## config.mk

```make
export PLATFORM = sky130hd
export DESIGN_NAME = pattern_gen
export DESIGN_NICKNAME = d
export VERILOG_FILES = /design/src/rtl/pattern_gen_pkg.sv /design/src/rtl/pattern_step.sv /design/src/rtl/pattern_word_build.sv /design/src/rtl/pattern_gen.sv
export SDC_FILE = /design/constraint.sdc
export NUM_CORES = 1
export LEC_CHECK = 0
export BUFFER_PORTS_ARGS = -buffer_cell sky130_fd_sc_hd__buf_2
export CAP_MARGIN = 10
export CORE_UTILIZATION = 52
export CTS_CLUSTER_SIZE = 10
export DETAILED_ROUTE_END_ITERATION = 16
export PLACE_DENSITY = 0.8
export SLEW_MARGIN = 20
export SYNTH_ARGS = -nofsm -noshare
export SYNTH_HDL_FRONTEND = slang
export SYNTH_SLANG_ARGS = --single-unit
```

## constraint.sdc

```tcl
create_clock -name clk_i -period 2.99 [get_ports clk_i]
set_input_delay 0.4485 -clock clk_i [delete_from_list [all_inputs] [get_ports clk_i]]
set_output_delay 0.4485 -clock clk_i [all_outputs]
set_load 0.005 [all_outputs]
```

## src/rtl/pattern_gen_pkg.sv

```systemverilog
package pattern_gen_pkg;
  typedef enum logic {
    PAT_CHECKER = 1'b0,
    PAT_RAMP    = 1'b1
  } pat_mode_e;
endpackage

```

## src/rtl/pattern_step.sv

```systemverilog
module pattern_step
  import pattern_gen_pkg::*;
#(
  parameter int SAMPLE_W = 8
) (
  input  pat_mode_e             mode,
  input  logic [SAMPLE_W-1:0]   d,
  output logic [SAMPLE_W-1:0]   q
);
  localparam logic [SAMPLE_W-1:0] ONE = SAMPLE_W'(1);

  always_comb begin
    if (mode == PAT_RAMP) q = d + ONE;
    else                  q = ~d;
  end
endmodule

```

## src/rtl/pattern_word_build.sv

```systemverilog
module pattern_word_build
  import pattern_gen_pkg::*;
#(
  parameter int SAMPLE_W    = 8,
  parameter int NUM_SAMPLES = 3,
  localparam int DATA_W     = SAMPLE_W * NUM_SAMPLES
) (
  input  pat_mode_e             mode,
  input  logic [SAMPLE_W-1:0]   base,
  output logic [DATA_W-1:0]     word
);
  logic [SAMPLE_W-1:0] chain [NUM_SAMPLES];

  assign chain[0] = base;

  for (genvar k = 1; k < NUM_SAMPLES; k++) begin : g_link
    pattern_step #(.SAMPLE_W(SAMPLE_W)) i_step (
      .mode (mode),
      .d    (chain[k-1]),
      .q    (chain[k])
    );
  end

  for (genvar k = 0; k < NUM_SAMPLES; k++) begin : g_pack
    assign word[k*SAMPLE_W +: SAMPLE_W] = chain[k];
  end
endmodule

```

## src/rtl/pattern_gen.sv

```systemverilog
module pattern_gen
  import pattern_gen_pkg::*;
#(
  parameter int SAMPLE_W         = 8,
  parameter int FRAME_DIV        = 1,
  parameter int CONVERTERS       = 1,
  parameter int SAMPLES_PER_CONV = 3,
  localparam int NUM_SAMPLES     = FRAME_DIV * CONVERTERS * SAMPLES_PER_CONV,
  localparam int DATA_W          = NUM_SAMPLES * SAMPLE_W
) (
  input  logic                clk_i,
  input  logic                rst_i,
  input  logic                en_i,
  input  logic                mode_i,
  input  logic [SAMPLE_W-1:0] seed_i,
  output logic [DATA_W-1:0]   data_o
);
  pat_mode_e           mode_q;
  pat_mode_e           mode_sel;
  logic [SAMPLE_W-1:0] top_smp;
  logic [SAMPLE_W-1:0] top_next;
  logic [SAMPLE_W-1:0] base_next;
  logic [DATA_W-1:0]   word_next;

  // Highest sample of the current word seeds the next word.
  assign top_smp = data_o[DATA_W-1 -: SAMPLE_W];

  pattern_step #(.SAMPLE_W(SAMPLE_W)) i_wrap_step (
    .mode (mode_q),
    .d    (top_smp),
    .q    (top_next)
  );

  assign mode_sel  = rst_i ? pat_mode_e'(mode_i) : mode_q;
  assign base_next = rst_i ? seed_i : top_next;

  pattern_word_build #(
    .SAMPLE_W    (SAMPLE_W),
    .NUM_SAMPLES (NUM_SAMPLES)
  ) i_build (
    .mode (mode_sel),
    .base (base_next),
    .word (word_next)
  );

  always_ff @(posedge clk_i) begin
    if (rst_i) begin
      mode_q <= pat_mode_e'(mode_i);
      data_o <= word_next;
    end else if (en_i) begin
      data_o <= word_next;
    end
  end
endmodule

```

# Word level (Yosys, flattened, before mapping)
# Index checks and enable logic that the tools add are counted.
# totals
register_bits,25
ramBits,0
mem_bits_ro,0
latch_bits,0
mem_count,0
out_inout_bits,24
elab_cells,16
# op_classes
bitwise_logic,3
n_lt_le_gt_ge,0
n_div,0
n_mul,0
addsub,3
shift,0
n_mux,7
n_eq_ne,0
reduce_logical,1
# op_table
operator,n
$mux W24,2
$mux W8,4
$add A8 B1 Y8 const B,3
$not A8 Y8,3
$reduce_bool A2 Y1,1
$mux W1,1

# Logic depth before layout (Yosys ltp)
# depth
ltp_word,9
mapped_depth,9
ltp_nobuf,9

# Cells and area by module
# A second synthesis with hierarchy kept.
# unflattened
cells_unflattened,110
area_unflattened_um2,1411.4
# modules_own_cells
mod,cells_per_inst,instances,area_each_um2
pattern_gen,36,1,893.4
pattern_step,22,3,152.6
pattern_word_build,8,1,60.1

# Worst setup path after synthesis
# OpenSTA, ideal clock, no wires.
# synth_path
path_type,register to register
start,register data_o[16]
end,"register data_o[23], data pin"
period_less_slack_ns,2.401
arrival_ns,2.135
path_stages_with_launch,9
setup_ns,0.266
setup_slack_ns,0.589
path_buffers,0
path_cell_list,edfxtp_1 -> ha_1 -> nand2b_1 -> a221oi_2 -> and3_1 -> a31oi_1 -> xnor2_1 -> o31ai_2 -> xor2_1
# synth_via
elab_chain_cells,9
# synth_rtl
item,line_no,text
from (decl),pattern_gen.sv:16,output logic [DATA_W-1:0] data_o
from (signal assigned),pattern_gen.sv:49,data_o <= word_next;
from (signal assigned),pattern_gen.sv:51,data_o <= word_next;
$add A8 B1 Y8 *,pattern_step.sv:13,if (mode == PAT_RAMP) q = d + ONE;
$mux W8 *,pattern_step.sv:13,
$mux W8 *,pattern_gen.sv:35,assign base_next = rst_i ? seed_i : top_next;
via base_next[2],pattern_gen.sv:22,logic [SAMPLE_W-1:0] base_next;
$add A8 B1 Y8 or $not A8 Y8 (tied branches),"pattern_step.sv:13, pattern_step.sv:14",
$mux W8 *,pattern_step.sv:13,
$add A8 B1 Y8 or $not A8 Y8 (tied branches),"pattern_step.sv:13, pattern_step.sv:14",
$mux W8 *,pattern_step.sv:13,
via i_build.g_link[2].i_step.q[7],pattern_step.sv:8,output logic [SAMPLE_W-1:0] q
$mux W24,pattern_gen.sv:50,end else if (en_i) begin
$mux W24 *,pattern_gen.sv:47,if (rst_i) begin
# The timed path passes the listed nets; every way through them passes the cells marked *. The select of a mux whose other input is x is not followed.
# A chain may end at the register's enable or synchronous reset.

# Worst setup path in the final report
# Same ends and word-level chain as after synthesis.

==> metrics.md <==
| Metric | Value |
|---|---|
| Status | `completed` |
| Setup_tns | `0 ns` |
| Post-Layout Cell Count | `186` |
| Fmax | `370 MHz` |
| Gpl congestion | `around 0.86` |
| Leakage | `around 0.00067 µW` |
| TritonCTS clock tree | `yes` |
| Vias | `1039` |
| Tot GR Track Use | `21.3%` |
| Unrepaired setup endpoints after global routing | `false` |
| EDFF count, synth | `24` |
| DRT Pass-1 Iters | `4` |
| Worst hold margin | `0.429 ns` |
| Ys Warns | `0` |
| Relative slew slack | `61.5%` |
| CP endpoint kind | `flip-flop` |
| Total power | `1140 µW` |
| Main synth FF type | `edfxtp_1` |
| Met3 Track Usage GR | `between 3 and 4%` |
| Starting density of the core | `55.3%` |
| Avg WL per Cell | `15.1 µm` |
| Worst skew pair latency | `0.31 ns` |
| Reg2reg start | `data_o[16]` |
| Seq cells post-synth | `25` |
| Initial DRC Count | `37` |
| Reg2reg path depth | `9` |
| Layout cells sized above 1 | `30.8%` |
| Clock Tree Buf Depth | `2` |
| Shortest period the worst path allows | `~2.7 ns` |
| Cell area after synthesis | `between 1000 and 1500 µm²` |
| Vias in the first global route | `926` |
| Num CTS Buffers | `3` |
| H-tree depth | `1` |
| Num rows | `18` |
| Count of cell types in the netlist | `38` |
| Syn nets | `134` |
| Synth-to-Final Area Change | `16.4%` |
| Endpoints failing setup | `0` |
| Hold path startpoint | `seed_i[0]` |
| CP startpoint kind | `flip-flop` |
| Max-slew violations | `0` |
| Syn Area/Cell | `between 10 and 15 µm²` |
| Worst EP arrival | `2.78 ns` |
| Clock transition at path regs | `0.12 ns` |
| Hold path depth | `2` |
| Final HPWL DP | `2030 µm` |
| IO Pins | `36` |
| Final Cell Area | `1590 µm²` |
| Met1 usage | `26.9%` |
| Detail Route Antenna Nets | `0` |
| GRT overflow | `0` |
| Post-CTS setup buffers | `0` |
| Vias/cell | `5.59` |
| Async S/R FF share, synth | `0%` |
| Hold Path Sink | `data_o[16]` |
| Filler Cells Inserted | `199` |
| PortBufs | `35` |
| Critical path type | `reg -> reg` |
| R2R Path End | `data_o[23]` |
| Internal reg-to-reg setup slack | `0.29 ns` |
| Post-synthesis sequential area ratio | `54.1%` |
| Grt met2 use | `around a third` |
| Root Driver | `clkbuf_4` |
| Post-layout nets | `171` |
| GRT busiest layer | `met2` |
| Critical path fanouts, max | `7` |
| Initial antenna violation count | `0` |
| Power Density | `around 720 nW/µm²` |
| Drt total wl | `roughly 2800 µm` |
| Final period util | `approximately nine tenths` |
| Worst slew pin tran | `0.566 ns` |
| Chip Width | `53.3 µm` |
| Placed Instances | `182` |
| Die area | `~2800 µm²` |
| Fin. Hold Viols | `0` |
| Register area | `741 µm²` |
| Clock sinks | `25` |
| Total core area | `2480 µm²` |
| Multi-input combinational cell area | `about 560 µm²` |
| First-pass GRT wire length | `about 4200 µm` |
| Area of placed instances | `1560 µm²` |
| Ant. Diodes | `0` |
| Skew final | `roughly 0.0035 ns` |
| Largest net degree at the start of global routing | `25` |
| DRC | `0` |
| Worst path required time | `3.07 ns` |
| DIE HEIGHT | `53.3 µm` |
| Max Cap Viol | `0` |
| Maximum VDD drop | `0.453 mV` |
| Worst min path class | `in -> reg` |
| Cell count after synthesis | `120` |
-- layout by cell type, fill, tap and decap left out, drive strengths merged, types with 2 or more instances in the layout --
cell type | synthesis | layout
a21o | 2 | 2
a21oi | 3 | 3
a31oi | 3 | 3
and3 | 2 | 2
buf | 4 | 36
clkbuf | 0 | 4
edfxtp | 24 | 24
ha | 2 | 2
inv | 11 | 11
mux2i | 2 | 2
nand2 | 10 | 10
nand3 | 4 | 4
nand4 | 2 | 2
nor2 | 7 | 7
nor2b | 4 | 4
nor3b | 3 | 3
o21ai | 7 | 7
or2 | 2 | 2
xnor2 | 13 | 13
xor2 | 2 | 2
-- worst max-delay path by stage --
stage,startpoint,endpoint
finish,data_o[16],data_o[23]
global placement,rst_i,data_o[23]
detailed placement,rst_i,data_o[23]
CTS,data_o[16],data_o[23]
global route,data_o[17],data_o[23]
floorplan,data_o[16],data_o[23]
-- area by class of cell --
class | count | share of cell area [%]
Clock buffer | 4 | 1.65
Inverter | 11 | 2.59
Multi-Input combinational cell | 80 | 35.4
Sequential cell | 25 | 46.5
Tap cell | 30 | 2.36
Timing Repair Buffer | 36 | 11.5
-- flip-flops by register name, indices dropped and copies added, names as in the netlist --
name / flops
data_o: 24
mode_q: 1
-- power by group --
part	leakage (µW)	switching (µW)	internal, µW
Clock	0.0000150	92.9	52.2
Sequential	0.000254	72.3	515
Combinational	0.000401	214	194
-- worst max-delay path: stages (launching register included) --
cell and delay [ns]:
edfxtp_1 0.51, ha_1 0.34, nand2_1 0.06, a31oi_2 0.36, ha_1 0.25, nand2_1 0.11, o41ai_2 0.29, xnor2_1 0.19
o31ai_2 0.27, xor2_1 0.09
-- timing repair --
action,4_1_cts,5_1_grt
resized for setup,0,1
endpoints found under the setup margin,0,1
hold buffers,0,0
-- cells in the mapped netlist, types with 2 or more instances --
cell,n,area [µm²]
inv_1,10,37.5
nor2_1,7,26.3
buf_2,2,10.0
xnor2_1,13,114
xor2_1,2,17.5
nand3_1,4,20.0
nor3b_1,3,22.5
o21ai_0,4,20.0
a31oi_1,3,18.8
nor2b_1,4,25.0
ha_1,2,25.0
nand4_1,2,12.5
a21oi_1,3,15.0
a21o_1,2,15.0
edfxtp_1,24,721
o21ai_1,3,15.0
nand2_1,10,37.5
or2_2,2,12.5
-- metal layers --
metal / part of all wire (%) / up-vias / routed length [µm]
met5: 0 / - / 0
met4: 0.57 / 0 / 16
met3: 4.6 / 2 / 129
met2: 51 / 33 / 1440
met1: 43 / 498 / 1210
li1: - / 506 / -
-- logic make-up (layout without fill, tap and decap cells) --
kind of cell / after synthesis / in the layout / share of synthesized area (%)
AND/OR/NAND/NOR: 38 / 38 / 15.2
flip-flops: 25 / 25 / 54.1
buffers and inverters: 15 / 51 / 5.12
multiplexers: 2 / 2 / 1.74
adder cells (fa/ha/maj): 2 / 2 / 1.83
XOR/XNOR: 15 / 15 / 9.60
AO/OA/AOI/OAI: 23 / 23 / 12.4
-- metrics by stage --
stage | utilization [%] | setup slack [ns]
2_1_floorplan | - | 0.589
3_3_place_gp | 63.0 | 0.383
3_5_place_dp | 63.0 | 0.236
4_1_cts | 64.0 | 0.238
5_1_grt | 64.3 | 0.0831
6_report | 64.3 | 0.287
Power figures use the tool's default switching activity.
